<file path="src/rtl/hub_port_gate_pkg.sv">
package hub_port_gate_pkg;
  localparam int NPORT = 4;
  localparam int REG_W = 8;
  localparam int SEL_W = 2;

  localparam logic [SEL_W-1:0] SEL_CONN  = 2'd0;
  localparam logic [SEL_W-1:0] SEL_SPEED = 2'd1;
  localparam logic [SEL_W-1:0] SEL_EN    = 2'd2;
  localparam logic [SEL_W-1:0] SEL_IRQ   = 2'd3;

  // Strobes handed from control to datapath each cycle
  typedef struct packed {
    logic [NPORT-1:0] babbleClr;
    logic [NPORT-1:0] raiseEn;
    logic [NPORT-1:0] setPend;
    logic [NPORT-1:0] dropBits;
    logic             spdWr;
    logic             irqSet;
    logic             irqClr;
  } ctlStrobe_t;
endpackage

</file>
<file path="src/rtl/hub_port_gate_ctrl.sv">
module hub_port_gate_ctrl
  import hub_port_gate_pkg::*;
(
  input  logic             wrEn,
  input  logic [SEL_W-1:0] regSel,
  input  logic [NPORT-1:0] wrLow,
  input  logic             pktActive,
  input  logic             eof2,
  input  logic [NPORT-1:0] portNonIdle,
  input  logic [NPORT-1:0] portUpLink,
  input  logic [NPORT-1:0] portEopSeen,
  input  logic [NPORT-1:0] portAttached,
  input  logic             hubSuspend,
  input  logic             hubIntEn,
  input  logic [NPORT-1:0] enState,
  input  logic [NPORT-1:0] pendState,
  input  logic [NPORT-1:0] connState,
  output ctlStrobe_t       ctl
);
  logic [NPORT-1:0] babbleHit;
  logic [NPORT-1:0] enWrOnes;
  logic [NPORT-1:0] enWrZeros;
  logic [NPORT-1:0] busyMask;
  logic             enWrite;

  assign enWrite  = wrEn && (regSel == SEL_EN);
  assign busyMask = {NPORT{pktActive}};

  genvar p;
  generate
    for (p = 0; p < NPORT; p++) begin : g_port
      // Babble: traffic on an enabled port, or an open link with no EOP
      assign babbleHit[p] = eof2 &&
                            ((enState[p] && portNonIdle[p]) ||
                             (portUpLink[p] && !portEopSeen[p]));
      assign enWrOnes[p]  = enWrite && wrLow[p];
      assign enWrZeros[p] = enWrite && !wrLow[p];
    end
  endgenerate

  always_comb begin
    ctl = '0;
    ctl.babbleClr = babbleHit;
    ctl.dropBits  = enWrZeros;
    ctl.raiseEn   = ((enWrOnes & ~enState & ~busyMask) |
                     (pendState & ~busyMask & ~enWrZeros)) & ~babbleHit;
    ctl.setPend   = enWrOnes & ~enState & busyMask & ~babbleHit;
    ctl.spdWr     = wrEn && (regSel == SEL_SPEED);
    ctl.irqSet    = hubSuspend && hubIntEn && (portAttached != connState);
    ctl.irqClr    = wrEn && (regSel == SEL_IRQ) && wrLow[0];
  end
endmodule

</file>
<file path="src/rtl/hub_port_gate_dp.sv">
module hub_port_gate_dp
  import hub_port_gate_pkg::*;
(
  input  logic             clk,
  input  logic             rstN,
  input  logic             busReset,
  input  ctlStrobe_t       ctl,
  input  logic [NPORT-1:0] wrLow,
  input  logic [NPORT-1:0] portAttached,
  input  logic [NPORT-1:0] portSusp,
  input  logic             upFullSpeed,
  input  logic [SEL_W-1:0] regSel,
  output logic [NPORT-1:0] enState,
  output logic [NPORT-1:0] pendState,
  output logic [NPORT-1:0] connState,
  output logic [NPORT-1:0] speedState,
  output logic             irqState,
  output logic [NPORT-1:0] dnFwd,
  output logic [NPORT-1:0] upFwd,
  output logic [REG_W-1:0] rdData
);
  localparam int PAD_W = REG_W - NPORT;

  always_ff @(posedge clk or negedge rstN) begin
    if (!rstN) begin
      enState    <= '0;
      pendState  <= '0;
      connState  <= '0;
      speedState <= '0;
      irqState   <= 1'b0;
    end else if (busReset) begin
      enState    <= '0;
      pendState  <= '0;
      connState  <= '0;
      speedState <= '0;
      irqState   <= 1'b0;
    end else begin
      enState   <= (enState | ctl.raiseEn) & ~ctl.dropBits & ~ctl.babbleClr;
      pendState <= (pendState | ctl.setPend) & ~ctl.raiseEn &
                   ~ctl.dropBits & ~ctl.babbleClr;
      connState <= portAttached;
      if (ctl.spdWr) speedState <= wrLow;
      irqState  <= ctl.irqSet || (irqState && !ctl.irqClr);
    end
  end

  genvar p;
  generate
    for (p = 0; p < NPORT; p++) begin : g_gate
      assign dnFwd[p] = enState[p] && !portSusp[p] &&
                        !(speedState[p] && upFullSpeed);
      assign upFwd[p] = enState[p] && !ctl.babbleClr[p];
    end
  endgenerate

  always_comb begin
    unique case (regSel)
      SEL_CONN:  rdData = {{PAD_W{1'b0}}, connState};
      SEL_SPEED: rdData = {{PAD_W{1'b0}}, speedState};
      SEL_EN:    rdData = {{PAD_W{1'b0}}, enState};
      default:   rdData = {{(REG_W-1){1'b0}}, irqState};
    endcase
  end
endmodule

</file>
<file path="src/rtl/hub_port_gate.sv">
module hub_port_gate
  import hub_port_gate_pkg::*;
(
  input  logic             clk,
  input  logic             rstN,
  input  logic             busReset,
  input  logic             wrEn,
  input  logic [SEL_W-1:0] regSel,
  input  logic [REG_W-1:0] wrData,
  output logic [REG_W-1:0] rdData,
  input  logic [NPORT-1:0] portAttached,
  input  logic             pktActive,
  input  logic             upFullSpeed,
  input  logic             eof2,
  input  logic [NPORT-1:0] portNonIdle,
  input  logic [NPORT-1:0] portUpLink,
  input  logic [NPORT-1:0] portEopSeen,
  input  logic [NPORT-1:0] portSusp,
  input  logic             hubSuspend,
  input  logic             hubIntEn,
  output logic [NPORT-1:0] dnFwd,
  output logic [NPORT-1:0] upFwd,
  output logic             hubIrq
);
  ctlStrobe_t       ctl;
  logic [NPORT-1:0] wrLow;
  logic [NPORT-1:0] enState;
  logic [NPORT-1:0] pendState;
  logic [NPORT-1:0] connState;
  logic [NPORT-1:0] speedState;
  logic             unusedHiBits;

  assign wrLow        = wrData[NPORT-1:0];
  assign unusedHiBits = ^wrData[REG_W-1:NPORT];

  hub_port_gate_ctrl u_ctrl (
    .wrEn        (wrEn),
    .regSel      (regSel),
    .wrLow       (wrLow),
    .pktActive   (pktActive),
    .eof2        (eof2),
    .portNonIdle (portNonIdle),
    .portUpLink  (portUpLink),
    .portEopSeen (portEopSeen),
    .portAttached(portAttached),
    .hubSuspend  (hubSuspend),
    .hubIntEn    (hubIntEn),
    .enState     (enState),
    .pendState   (pendState),
    .connState   (connState),
    .ctl         (ctl)
  );

  hub_port_gate_dp u_dp (
    .clk         (clk),
    .rstN        (rstN),
    .busReset    (busReset),
    .ctl         (ctl),
    .wrLow       (wrLow),
    .portAttached(portAttached),
    .portSusp    (portSusp),
    .upFullSpeed (upFullSpeed),
    .regSel      (regSel),
    .enState     (enState),
    .pendState   (pendState),
    .connState   (connState),
    .speedState  (speedState),
    .irqState    (hubIrq),
    .dnFwd       (dnFwd),
    .upFwd       (upFwd),
    .rdData      (rdData)
  );
endmodule

</file>
<file path="config.mk">
export PLATFORM = sky130hd
export DESIGN_NAME = hub_port_gate
export DESIGN_NICKNAME = d
export VERILOG_FILES = /design/src/rtl/hub_port_gate_pkg.sv /design/src/rtl/hub_port_gate_ctrl.sv /design/src/rtl/hub_port_gate_dp.sv /design/src/rtl/hub_port_gate.sv
export SDC_FILE = /design/constraint.sdc
export NUM_CORES = 1
export LEC_CHECK = 0
export BUFFER_PORTS_ARGS = -buffer_cell sky130_fd_sc_hd__buf_2
export CORE_UTILIZATION = 45
export DETAILED_ROUTE_END_ITERATION = 8
export PLACE_DENSITY = 0.89
export SYNTH_ARGS = -nofsm -noshare
export SYNTH_HDL_FRONTEND = slang
export SYNTH_SLANG_ARGS = --single-unit
</file>
<file path="constraint.sdc">
create_clock -name clk -period 1.2 [get_ports clk]
set_input_delay 0.12 -clock clk [delete_from_list [all_inputs] [get_ports clk]]
set_output_delay 0.12 -clock clk [all_outputs]
set_load 0.005 [all_outputs]
</file>
; After elaboration in Yosys (flattened, before gate mapping)
; Index checks and enable logic that the tools add are counted.
[word_totals]
regBits = 17
inputBits = 39
word_cells = 107
[classes]
n_eq_ne = 4
mux = 7
bitwise_logic = 20
n_reduce_logical = 71
[op_table]
columns = cell, count
row1 = $and A4 B4 Y4, 12
row2 = $logic_and A1 B1 Y1, 43
row3 = $logic_not A1 Y1, 21
row4 = $mux W4, 5
row5 = $not A4 Y4, 5
row6 = $or A4 B4 Y4, 3
row7 = $pmux W4 S3, 1
row8 = $logic_or A1 B1 Y1, 5
row9 = $eq A2 B2 Y1 const B, 2
row10 = $ne A4 B4 Y1, 1
row11 = $eq A2 B1 Y1 const B, 1
row12 = $logic_not A2 Y1, 1
row13 = $reduce_bool A2 Y1, 1
row14 = $mux W1, 1

; Longest topological paths before layout
; Gate-level depths: netlist of the first run.
[depth]
ltp_word = 12
mapped_depth = 5

; Hierarchy
; Synthesis of the first run repeated with hierarchy kept, for this count alone.
[unflattened]
hier_cells = 119
hier_area_um2 = 1139.8
[by_module_without_submodules]
columns = mod, instances, cells_each, area_per_inst_um2, seq_area_each_um2
row1 = hub_port_gate_dp, 1, 76, 829.5, 425.4
row2 = hub_port_gate_ctrl, 1, 43, 310.3, 0.0

; Worst setup path before layout of the first run
; OpenSTA, ideal clock, no wires.
[synth_path]
kind = input -> register
startpoint = in regSel[1]
endpoint = reg u_dp.enState[0]
setup_ns = 0.122
t_arrival_ns = 1.013
required_ns = 1.078
setup_slack_ns = 0.065
cell_stages = 5
path_buffers = 2
path_cell_list = buf_4 > and3b_1 > buf_6 > mux2i_1 > a2111oi_1
[synth_via]
elab_chain_cells = 11
elab_cells_between_ends = 14
cone_classes = 1 x eq/ne / 1 x mux / 9 x bitwise / 3 x reduce/logical
[synth_rtl]
columns = item, line
row1 = start: declaration, hub_port_gate.sv:8  ; input logic [SEL_W-1:0] regSel,
row2 = $eq A2 B2 Y1 (*), hub_port_gate_ctrl.sv:26  ; assign enWrite = wrEn && (regSel == SEL_EN);
row3 = $logic_and A1 B1 Y1 (*), hub_port_gate_ctrl.sv:26
row4 = $logic_and A1 B1 Y1 (on tied branches), "hub_port_gate_ctrl.sv:36, hub_port_gate_ctrl.sv:37"
row5 = $and A4 B4 Y4 / $not A4 Y4 (equally long branches), "hub_port_gate_ctrl.sv:45, hub_port_gate_ctrl.sv:46, hub_port_gate_dp.sv:38"
row6 = $and A4 B4 Y4 (on tied branches), "hub_port_gate_ctrl.sv:45, hub_port_gate_ctrl.sv:46"
row7 = $or A4 B4 Y4, hub_port_gate_ctrl.sv:45  ; ctl.raiseEn = ((enWrOnes & ~enState & ~busyMask) |
row8 = $and A4 B4 Y4, hub_port_gate_ctrl.sv:46  ; (pendState & ~busyMask & ~enWrZeros)) & ~babbleHit;
row9 = $or A4 B4 Y4, hub_port_gate_dp.sv:38  ; enState <= (enState | ctl.raiseEn) & ~ctl.dropBits & ~ctl.babbleClr;
row10 = $and A4 B4 Y4 (*) (2 in a row), hub_port_gate_dp.sv:38
row11 = $mux W4 (*), hub_port_gate_dp.sv:31  ; end else if (busReset) begin
row12 = end signal: assignment, hub_port_gate_dp.sv:38
row13 = end: declaration, hub_port_gate_dp.sv:13  ; output logic [NPORT-1:0] enState,
; Mark *: on every way between the ends. The rest lies on a longest branch, timed or not.
; A chain may end at the register's enable or synchronous reset.

; Final worst setup path of the first run
[layout_path]
startpoint = reg u_dp.enState[0]
endpoint = out rdData[0]
[layout_via]
elab_chain_cells = 1
[layout_rtl]
columns = item, line
row1 = $pmux W4 S3, hub_port_gate_dp.sv:57  ; unique case (regSel)
row2 = end: declaration, hub_port_gate.sv:10  ; output logic [REG_W-1:0] rdData,
; Every way passes these cells.

==> results of run 1 <==
cell type report:
type                            instances  area share, %
Inverter                                4         0.9709
Clock buffer                            4          1.699
Tap cell                               28          2.265
Multi-Input combinational cell         88          44.17
Sequential cell                        17          27.51
Timing Repair Buffer                   63          23.38
repair_timing:
item,CTS,global route
pin swaps,5,7
hold endpoints to repair,17,0
hold buffers,1,0
resized for setup,23,5
endpoints found under the setup margin,12,16
setup buffers,7,4
final timing paths:
kind                                      endpoint
worst max register to register     u_dp.enState[2]
min in group asynchronous        u_dp.pendState[1]
worst max-delay path                     rdData[0]
worst min-delay path             u_dp.connState[0]
worst min register to register  u_dp.speedState[2]
max in group asynchronous            u_dp.irqState
worst max-delay path: stages (launching register included):
cell	delay, ns
sky130_fd_sc_hd__dfrtp_1	0.42
sky130_fd_sc_hd__mux4_2	0.46
sky130_fd_sc_hd__buf_2	0.14
metrics by stage:
stage                     setup slack, ns  util [%]  total power [mW]
after floorplan                   0.06544         -            0.7414
after global placement            0.02736     59.60            0.8433
after detailed placement         -0.01090     59.60            0.8523
after CTS                         -0.2330     65.87             1.199
after global routing              -0.2747     68.59             1.270
final                             -0.2375     68.59             1.206
synthesized netlist by cell type, drive strengths merged:
master and instances:
nor2b 11, a21boi 4, conb 1, mux4 1, nor4 4, nand2 9
nand2b 5, a41o 1, and3b 1, dfrtp 17, xnor2 4, nor2 12
nand3b 2, a211oi 4, a21oi 5, clkbuf 1, nand4 1, inv 4
o21ai 3, mux2i 11, buf 7, a2111oi 4, and2b 2
layer usage:
layer	GRT usage, %	vias to the layer above
met2	41.89	46
met1	30.04	490
met5	0	-
li1	-	515
met3	4.167	7
met4	15.74	0
sequential cells by signal (all words and copies together), names as in the netlist:
register and flops:
u_dp.pendState 4, u_dp.irqState 1, u_dp.enState 4, u_dp.speedState 4, u_dp.connState 4
logic make-up (layout without fill, tap and decap cells):
kind of cell / count (synthesis) / after routing / share of synthesized area [%]
other: 1 / 4 / 0.3445
xor gates and xnor gates: 4 / 4 / 3.218
AOI/OAI and AO/OA: 21 / 21 / 14.71
DFF: 17 / 17 / 39.08
and+or+nand+nor: 47 / 47 / 22.87
buffers and inverters: 12 / 71 / 7.241
muxes: 12 / 12 / 12.53
power by group through the flow:
stage	Combinational (mW)	Clock, mW	Sequential [mW]
2_1_floorplan	0.127	0	0.614
3_3_place_gp	0.226	0	0.617
6_report	0.283	0.315	0.608
5_1_grt	0.312	0.347	0.611
3_5_place_dp	0.234	0	0.618
4_1_cts	0.267	0.324	0.608
==> Flow_metrics.wiki, run 1 <==
{| class="wikitable"
! Metric !! Value
|-
| Run status || finished with violations
|-
| Violated checks || negative setup slack
|-
| Count of TritonRoute iterations in the first routing pass || 4
|-
| Final instance area || 0.001546 mm^2
|-
| DRT iter0 DRCs || 7
|-
| Final Instance Count excl. Fillers || 204
|-
| Floorplan die area || 0.002620 mm^2
|-
| Worst Setup End Kind || output pin
|-
| Total Neg Setup Slack || -0.5839 ns
|-
| DR vias/cell || 5.186
|-
| Detailed-route wire length per cell || 13.45 um
|-
| Synthesized instance count || 114
|-
| Worst reg2reg path startpoint || u_dp.enState[2]
|-
| Reg-to-reg slack, setup || 0.08 ns
|-
| CTS Root Buffer Type || sky130_fd_sc_hd__clkbuf_4
|-
| Chip width || 51.19 um
|-
| TritonCTS clock tree || done
|-
| Post-Route WL || 2.744 mm
|-
| Area of the multi-input gates || 683.2 um^2
|-
| Crit share post-route || 119.8%
|-
| Global placement routability congestion || 0.8462
|-
| Top layer reached by signal wires || met4
|-
| Post-route setup slack || -0.2375 ns
|-
| Part of the power in registers || 50.4%
|-
| Synthesis warning total || 0
|-
| Unique cell type count in the Yosys netlist || 25
|-
| Via count of the first global-routing pass || 1098
|-
| Switching Share || 28.21%
|-
| Sequential fraction of the synthesis area || 39.08%
|-
| Worst vdd rail ir drop || 0.6961 mV
|-
| Synth top area cells || sky130_fd_sc_hd__dfrtp_1, sky130_fd_sc_hd__mux2i_1, sky130_fd_sc_hd__nor2b_1
|-
| Commonest cells after routing, fill and taps aside || sky130_fd_sc_hd__buf_2, sky130_fd_sc_hd__dfrtp_1, sky130_fd_sc_hd__buf_4, sky130_fd_sc_hd__nor2_1
|-
| Critical Path Start || u_dp.enState[0]
|-
| Clock skew || 0.01359 ns
|-
| Antenna violations before repair || 0
|-
| Static leakage || 0.7516 nW
|-
| Synth area leader || sky130_fd_sc_hd__dfrtp_1
|-
| Total cell area at the placement stage || 0.001344 mm^2
|-
| Unrepaired setup endpoints after global routing || true
|-
| #FFs+latches synth || 17
|-
| Count of H-tree levels built during CTS || 1
|-
| Starting utilization of the core area || 48.28%
|-
| Cells after DPL || 189
|-
| Post-synthesis area per instance || 9.549 um^2
|-
| Count of cells along the worst hold path || 2
|-
| Crit path arrival time || 1.32 ns
|-
| Worst Path Class, Setup || register to output pin
|-
| Required time at the endpoint of the critical path || 1.08 ns
|-
| Port buffer count || 47
|-
| Overall track demand over capacity in global routing || 25.19%
|-
| Most common library cell in the layout ignoring fill and taps || sky130_fd_sc_hd__buf_2
|-
| Number of fill cells in the layout || 190
|-
| Area added between synthesis and finish || 42.07%
|-
| Maximum clock rate || 0.6956 GHz
|-
| Number of nets in the layout || 216
|-
| Critical-path maximum fanout || 2
|-
| Post-Route Hold Slack || 0.07174 ns
|-
| Maximum number of pins on one net before global-route repair || 18
|-
| Area share of the largest cell type after synthesis || 39.08%
|-
| Post-detailed-route DRC marker count || 0
|-
| Type of the worst min-delay path || input port to register
|-
| Number of nets with antenna violations after detailed routing || 0
|-
| Total power density per cell area || 779.9 mW/mm^2
|-
| Routed length on met2 || 1.322 mm
|-
| Count of endpoints failing hold in the final timing report || 0
|-
| Maximum count of clock buffers along a single path || 2
|-
| Total vias in the final route || 1058
|-
| Portion of total power attributed to the clock network || 26.2%
|-
| Met1 WL || 1.197 mm
|-
| Total internal power || 865.9 uW
|-
| Sum of net half-perimeters after detailed placement || 2.062 mm
|-
| Source-to-sink clock delay at the later pin of the worst-skew pair || 0.30 ns
|-
| Placement Rows || 17
|-
| Max Cap Violations || 0
|-
| Relative contribution of combinational cells to total power || 23.4%
|-
| Number of cells on the worst reg-to-reg path || 4
|-
| Clock Pin Slew Worst Setup and Hold Paths || 0.11 ns
|-
| First-pass GRT wire length || 4.712 mm
|-
| Global-route congestion overflow total || 0
|-
| Core area || 0.002255 mm^2
|-
| Ratio of cells with drive above 1 in the final layout || 47.73%
|-
| Boundary pin count || 56
|-
| NetSw || 340.2 uW
|-
| Met3 layer wire length in the routed design || 145 um
|-
| Count of final max-slew check failures || 0
|-
| Clk sinks || 17
|-
| Mapped Area || 0.001089 mm^2
|-
| Die H || 51.19 um
|-
| Beginning of the worst hold path || portAttached[0]
|-
| Setup violations, final || 9
|-
| Critical Path Source Type || register
|-
| Final period demand of the worst path || 1.438 ns
|-
| Number of CTS-inserted buffers || 3
|-
| Number of diodes || 0
|-
| FF/Latch Area || 425.4 um^2
|}
Power figures use the tool's default switching activity.
==> inputs of run 2 (changes only) <==
Settings changed: GPL_ROUTABILITY_DRIVEN set to 0, PLACE_DENSITY 0.89 to 0.79.
==> Flow_metrics.wiki, run 2 (same netlist as run 1, synthesis figures left out) <==
{| class="wikitable"
! Metric !! Value
|-
| Crit-path leading delay family || multiplexers
|-
| Cell with the largest stage delay on the worst path || sky130_fd_sc_hd__mux4_2
|-
| Cells along the critical path || mux4_2 -> buf_2
|-
| Detailed-route wire length per cell || 14.29 um (+6.2%)
|-
| Number of nets with antenna violations after detailed routing || 0 (unchanged)
|-
| Clock skew || 0.0003730 ns (-0.01322 ns)
|-
| Overall track demand over capacity in global routing || 23.43% (-1.8 points)
|-
| Unrepaired setup endpoints after global routing || true
|-
| Clock Pin Slew Worst Setup and Hold Paths || 0.10 ns (about the same)
|-
| Static leakage || 0.7535 nW (+0.25%)
|-
| Total vias in the final route || 1089 (+2.9%)
|-
| Placement Setup Slack || -0.04188 ns (-0.03099 ns)
|-
| Total power density per cell area || 772.6 mW/mm^2 (-0.94%)
|-
| Post-Route WL || 2.929 mm (+6.7%)
|-
| Source-to-sink clock delay at the later pin of the worst-skew pair || 0.28 ns (-0.02 ns)
|-
| Die H || 51.19 um (unchanged)
|-
| DRT iter0 DRCs || 33 (+26)
|-
| Starting utilization of the core area || 48.28% (unchanged)
|-
| Commonest cells after routing, fill and taps aside || sky130_fd_sc_hd__buf_2, sky130_fd_sc_hd__dfrtp_1, sky130_fd_sc_hd__buf_4, sky130_fd_sc_hd__nor2_1
|-
| Number of CTS-inserted buffers || 3 (unchanged)
|-
| Maximum count of clock buffers along a single path || 2 (unchanged)
|-
| Post-Route Hold Slack || 0.08081 ns (+0.009066 ns)
|-
| Worst Setup End Kind || output pin
|-
| Worst vdd rail ir drop || 0.6138 mV (-12%)
|-
| Number of diodes || 0 (unchanged)
|-
| Most common library cell in the layout ignoring fill and taps || sky130_fd_sc_hd__buf_2
|-
| Global-route congestion overflow total || 0 (unchanged)
|-
| Floorplan die area || 0.002620 mm^2 (unchanged)
|-
| Port buffer count || 47 (unchanged)
|-
| Ratio of cells with drive above 1 in the final layout || 47.46% (-0.27 points)
|-
| Critical Path Source Type || register
|-
| TritonCTS clock tree || done
|-
| Sum of net half-perimeters after detailed placement || 2.104 mm (+2.0%)
|-
| Required time at the endpoint of the critical path || 1.08 ns (about the same)
|-
| DR vias/cell || 5.312 (+2.4%)
|-
| Chip width || 51.19 um (unchanged)
|-
| Via count of the first global-routing pass || 998 (-9.1%)
|-
| Run status || finished with violations
|-
| Final period demand of the worst path || 1.402 ns (-0.03595 ns)
|-
| CTS Root Buffer Type || sky130_fd_sc_hd__clkbuf_4
|-
| Crit path arrival time || 1.28 ns (-0.04 ns)
|-
| Crit share post-route || 116.8% (-3.0 points)
|-
| Number of nets in the layout || 217 (+0.46%)
|-
| First-pass GRT wire length || 4.471 mm (-5.1%)
|-
| Count of final max-slew check failures || 0 (unchanged)
|-
| Placement Rows || 17 (unchanged)
|-
| Total cell area at the placement stage || 0.001336 mm^2 (-0.56%)
|-
| Post-route setup slack || -0.2016 ns (+0.03595 ns)
|-
| Highest cell delay on the worst timing path || 0.45 ns (about the same)
|-
| Area added between synthesis and finish || 41.61%
|-
| Post-detailed-route DRC marker count || 0 (unchanged)
|-
| Total design power || 1.191 mW (-1.3%)
|-
| Count of TritonRoute iterations in the first routing pass || 4 (unchanged)
|-
| Type of the worst min-delay path || input port to register
|-
| Final instance area || 0.001541 mm^2 (-0.32%)
|-
| Maximum clock rate || 0.7135 GHz (+2.6%)
|-
| Clk sinks || 17 (unchanged)
|-
| Maximum number of pins on one net before global-route repair || 18 (unchanged)
|-
| Max Cap Violations || 0 (unchanged)
|-
| Critical-path maximum fanout || 3 (+1)
|-
| Count of endpoints failing hold in the final timing report || 0 (unchanged)
|-
| Core area || 0.002255 mm^2 (unchanged)
|-
| Setup violations, final || 6 (-3)
|-
| Violated checks || negative setup slack
|-
| Share of the core filled with cells in the final layout || 68.37% (-0.22 points)
|-
| Antenna violations before repair || 0 (unchanged)
|-
| Number of buffer and inverter stages on the critical path || 1 (unchanged)
|-
| Boundary pin count || 56 (unchanged)
|-
| Count of H-tree levels built during CTS || 1 (unchanged)
|-
| Worst Path Class, Setup || register to output pin
|}
==> run 2: worst paths after layout <==
check	to	start	slack, ns	depth (start not counted)
worst max-delay path	rdData[0]	u_dp.enState[0]	-0.20	2
worst min-delay path	u_dp.connState[0]	portAttached[0]	0.08	2
worst max register to register	u_dp.enState[0]	u_dp.enState[0]	-0.01	5
worst min register to register	u_dp.pendState[3]	u_dp.pendState[3]	0.59	2
max in group asynchronous	u_dp.pendState[3]	rstN	0.64	2
min in group asynchronous	u_dp.connState[2]	rstN	0.28	2
==> run 2: power by group <==
part	leakage (nW)	switching (mW)	total, mW	internal (mW)
Sequential	0.231	0.0162	0.608	0.592
Clock	0.0150	0.171	0.300	0.129
Combinational	0.508	0.139	0.282	0.144
==> run 2: cell type report <==
type | count | area [um^2]
inverters | 4 | 15.01
clock buffers | 4 | 26.28
flip-flops and latches | 17 | 425.4
well taps | 28 | 35.03
repair buffers | 64 | 369.1
fillers | 195 | 713.2
multi-input cells | 88 | 670.6
==> run 2: layer usage <==
layer  up-vias  track usage (%)  wire, um
li1        523                -         -
met1       512            27.24      1195
met2        50            43.20      1541
met3         4            2.976       170
met4         0            8.796        22
met5         -                0         0
==> run 2: metrics by stage <==
stage | TNS (ns) | cells
6_report | -0.4038 | 205
5_1_grt | -1.112 | 205
4_1_cts | -0.2989 | 201
3_5_place_dp | -0.04188 | 188
3_3_place_gp | 0 | 188
2_1_floorplan | 0 | 117
==> run 2: worst register-to-register path, delay by kind of cell (launching register included) <==
family                 cells  cell delay [ns]
AOI/OAI and AO/OA          2             0.34
buffers and inverters      2             0.29
DFF                        1             0.41
and+or+nand+nor            1             0.06
==> run 2: repair_timing <==
action,CTS,global route
gates resized for setup,20,6
hold buffers,1,0
pin swaps,4,0
hold endpoints to repair,17,0
endpoints found under the setup margin,11,13
setup buffers,8,4
==> inputs of run 3 (changes only) <==
Settings changed: PLACE_DENSITY 0.79 to 0.87.
==> Flow_metrics.wiki, run 3 (same netlist as run 1, synthesis figures left out) <==
{| class="wikitable"
! Metric !! Value
|-
| Post-detailed-route DRC marker count || 0 (unchanged)
|-
| Worst vdd rail ir drop || 0.5806 mV (-5.4%)
|-
| Maximum clock rate || 0.6962 GHz (-2.4%)
|-
| Count of TritonRoute iterations in the first routing pass || 5 (+1)
|-
| Number of CTS-inserted buffers || 3 (unchanged)
|-
| Clock Pin Slew Worst Setup and Hold Paths || 0.11 ns (about the same)
|-
| DRT iter0 DRCs || 48 (+45%)
|-
| Boundary pin count || 56 (unchanged)
|-
| Area added between synthesis and finish || 44.94%
|-
| DR vias/cell || 5.573 (+4.9%)
|-
| Worst Setup End Kind || output pin
|-
| Count of final max-slew check failures || 0 (unchanged)
|-
| Via count of the first global-routing pass || 1152 (+15%)
|-
| Die H || 51.19 um (unchanged)
|-
| CTS Root Buffer Type || sky130_fd_sc_hd__clkbuf_4
|-
| Type of the worst min-delay path || input port to register
|-
| Required time at the endpoint of the critical path || 1.08 ns (about the same)
|-
| TritonCTS clock tree || done
|-
| Floorplan die area || 0.002620 mm^2 (unchanged)
|-
| Starting utilization of the core area || 48.28% (unchanged)
|-
| Global-route congestion overflow total || 0 (unchanged)
|-
| Clk sinks || 17 (unchanged)
|-
| Share of the core filled with cells in the final layout || 69.98% (+1.6 points)
|-
| Overall track demand over capacity in global routing || 25.66% (+2.2 points)
|-
| Most common library cell in the layout ignoring fill and taps || sky130_fd_sc_hd__buf_2
|-
| Total design power || 1.235 mW (+3.7%)
|-
| Count of cells along the worst hold path || 2 (unchanged)
|-
| Total cell area at the placement stage || 0.001344 mm^2 (+0.56%)
|-
| Post-Route WL || 3.338 mm (+14%)
|-
| Ratio of cells with drive above 1 in the final layout || 50.56% (+3.1 points)
|-
| Crit path arrival time || 1.32 ns (+0.04 ns)
|-
| Clock skew || 0.002561 ns (+0.002188 ns)
|-
| Detailed-route wire length per cell || 16.20 um (+13%)
|-
| Static leakage || 0.7703 nW (+2.2%)
|-
| Placement Rows || 17 (unchanged)
|-
| Critical Path Source Type || register
|-
| Sum of net half-perimeters after detailed placement || 2.163 mm (+2.8%)
|-
| Final instance area || 0.001578 mm^2 (+2.4%)
|-
| Source-to-sink clock delay at the later pin of the worst-skew pair || 0.30 ns (+0.02 ns)
|-
| Port buffer count || 47 (unchanged)
|-
| Number of cells on the worst reg-to-reg path || 6 (+1)
|-
| Number of diodes || 0 (unchanged)
|-
| Number of nets with antenna violations after detailed routing || 0 (unchanged)
|-
| Antenna violations before repair || 0 (unchanged)
|-
| Count of H-tree levels built during CTS || 1 (unchanged)
|-
| Number of fill cells in the layout || 155 (-21%)
|-
| Final period demand of the worst path || 1.436 ns (+0.03475 ns)
|-
| Maximum count of clock buffers along a single path || 2 (unchanged)
|-
| Total power density per cell area || 782.5 mW/mm^2 (+1.3%)
|-
| Core area || 0.002255 mm^2 (unchanged)
|-
| Maximum number of pins on one net before global-route repair || 18 (unchanged)
|-
| Critical-path maximum fanout || 2 (-1)
|-
| Crit share post-route || 119.7% (+2.9 points)
|-
| Post-Route Hold Slack || 0.05035 ns (-0.03046 ns)
|-
| Post-route setup slack || -0.2363 ns (-0.03475 ns)
|-
| Number of nets in the layout || 218 (+0.46%)
|-
| Chip width || 51.19 um (unchanged)
|-
| Commonest cells after routing, fill and taps aside || sky130_fd_sc_hd__buf_2, sky130_fd_sc_hd__dfrtp_1, sky130_fd_sc_hd__buf_4, sky130_fd_sc_hd__nor2_1
|-
| First-pass GRT wire length || 4.940 mm (+10%)
|-
| Count of endpoints failing hold in the final timing report || 0 (unchanged)
|-
| Run status || finished with violations
|-
| Worst Path Class, Setup || register to output pin
|-
| Total Neg Setup Slack || -0.8036 ns (-0.3998 ns)
|-
| Setup violations, final || 9 (+3)
|-
| Unrepaired setup endpoints after global routing || true
|-
| Violated checks || negative setup slack
|-
| Max Cap Violations || 0 (unchanged)
|-
| Total vias in the final route || 1148 (+5.4%)
|}
[run 3: path summary, 6_finish.rpt]
kind,to,start,slack (ns)
worst max-delay path,rdData[0],u_dp.enState[0],-0.24
worst min-delay path,u_dp.connState[3],portAttached[3],0.05
worst max register to register,u_dp.enState[0],u_dp.enState[0],0.01
worst min register to register,u_dp.pendState[2],u_dp.pendState[2],0.59
max in group asynchronous,u_dp.pendState[2],rstN,0.64
min in group asynchronous,u_dp.irqState,rstN,0.27
[run 3: through the flow]
step / worst slack [ns] / cells
after floorplan: 0.06544 / 117
after global placement: 0.03500 / 189
after detailed placement: -0.03767 / 189
after CTS: -0.2307 / 203
after global routing: -0.2657 / 206
final: -0.2363 / 206
[run 3: report_power, final]
| group | switching, mW | internal [mW] | total, mW |
|---|---|---|---|
| Sequential | 0.0167 | 0.592 | 0.609 |
| Combinational | 0.151 | 0.149 | 0.300 |
| Clock | 0.201 | 0.125 | 0.326 |
| Total | 0.369 | 0.866 | 1.23 |
[run 3: area by class of cell]
class / count / area, um^2 / share of cell area (%)
Multi-Input combinational cell: 88 / 688.2 / 43.62
Sequential cell: 17 / 425.4 / 26.96
Inverter: 4 / 17.52 / 1.110
Clock inverter: 1 / 5.005 / 0.3172
Clock buffer: 3 / 22.52 / 1.427
Tap cell: 28 / 35.03 / 2.220
Timing Repair Buffer: 65 / 384.1 / 24.35
[run 3: worst max-delay path, cell delays in order, from the launching register on]
cell	delay, ns
sky130_fd_sc_hd__dfrtp_1	0.41
sky130_fd_sc_hd__mux4_2	0.46
sky130_fd_sc_hd__buf_2	0.14
[run 3: what timing repair did]
item | 4_1_cts | 5_1_grt
setup buffers | 9 | 3
pin swaps | 5 | 6
gates resized for setup | 20 | 14
hold endpoints to repair | 17 | 0
hold buffers | 1 | 0
endpoints found under the setup margin | 9 | 16
gates cloned | 0 | 0
[run 3: per-layer routing]
layer,GRT usage (%),share of wire [%],wire length [um]
met1,28.95,38,1285
met2,46.71,53,1777
met3,4.167,5.2,172
met4,11.57,3.1,102
met5,0,0,0
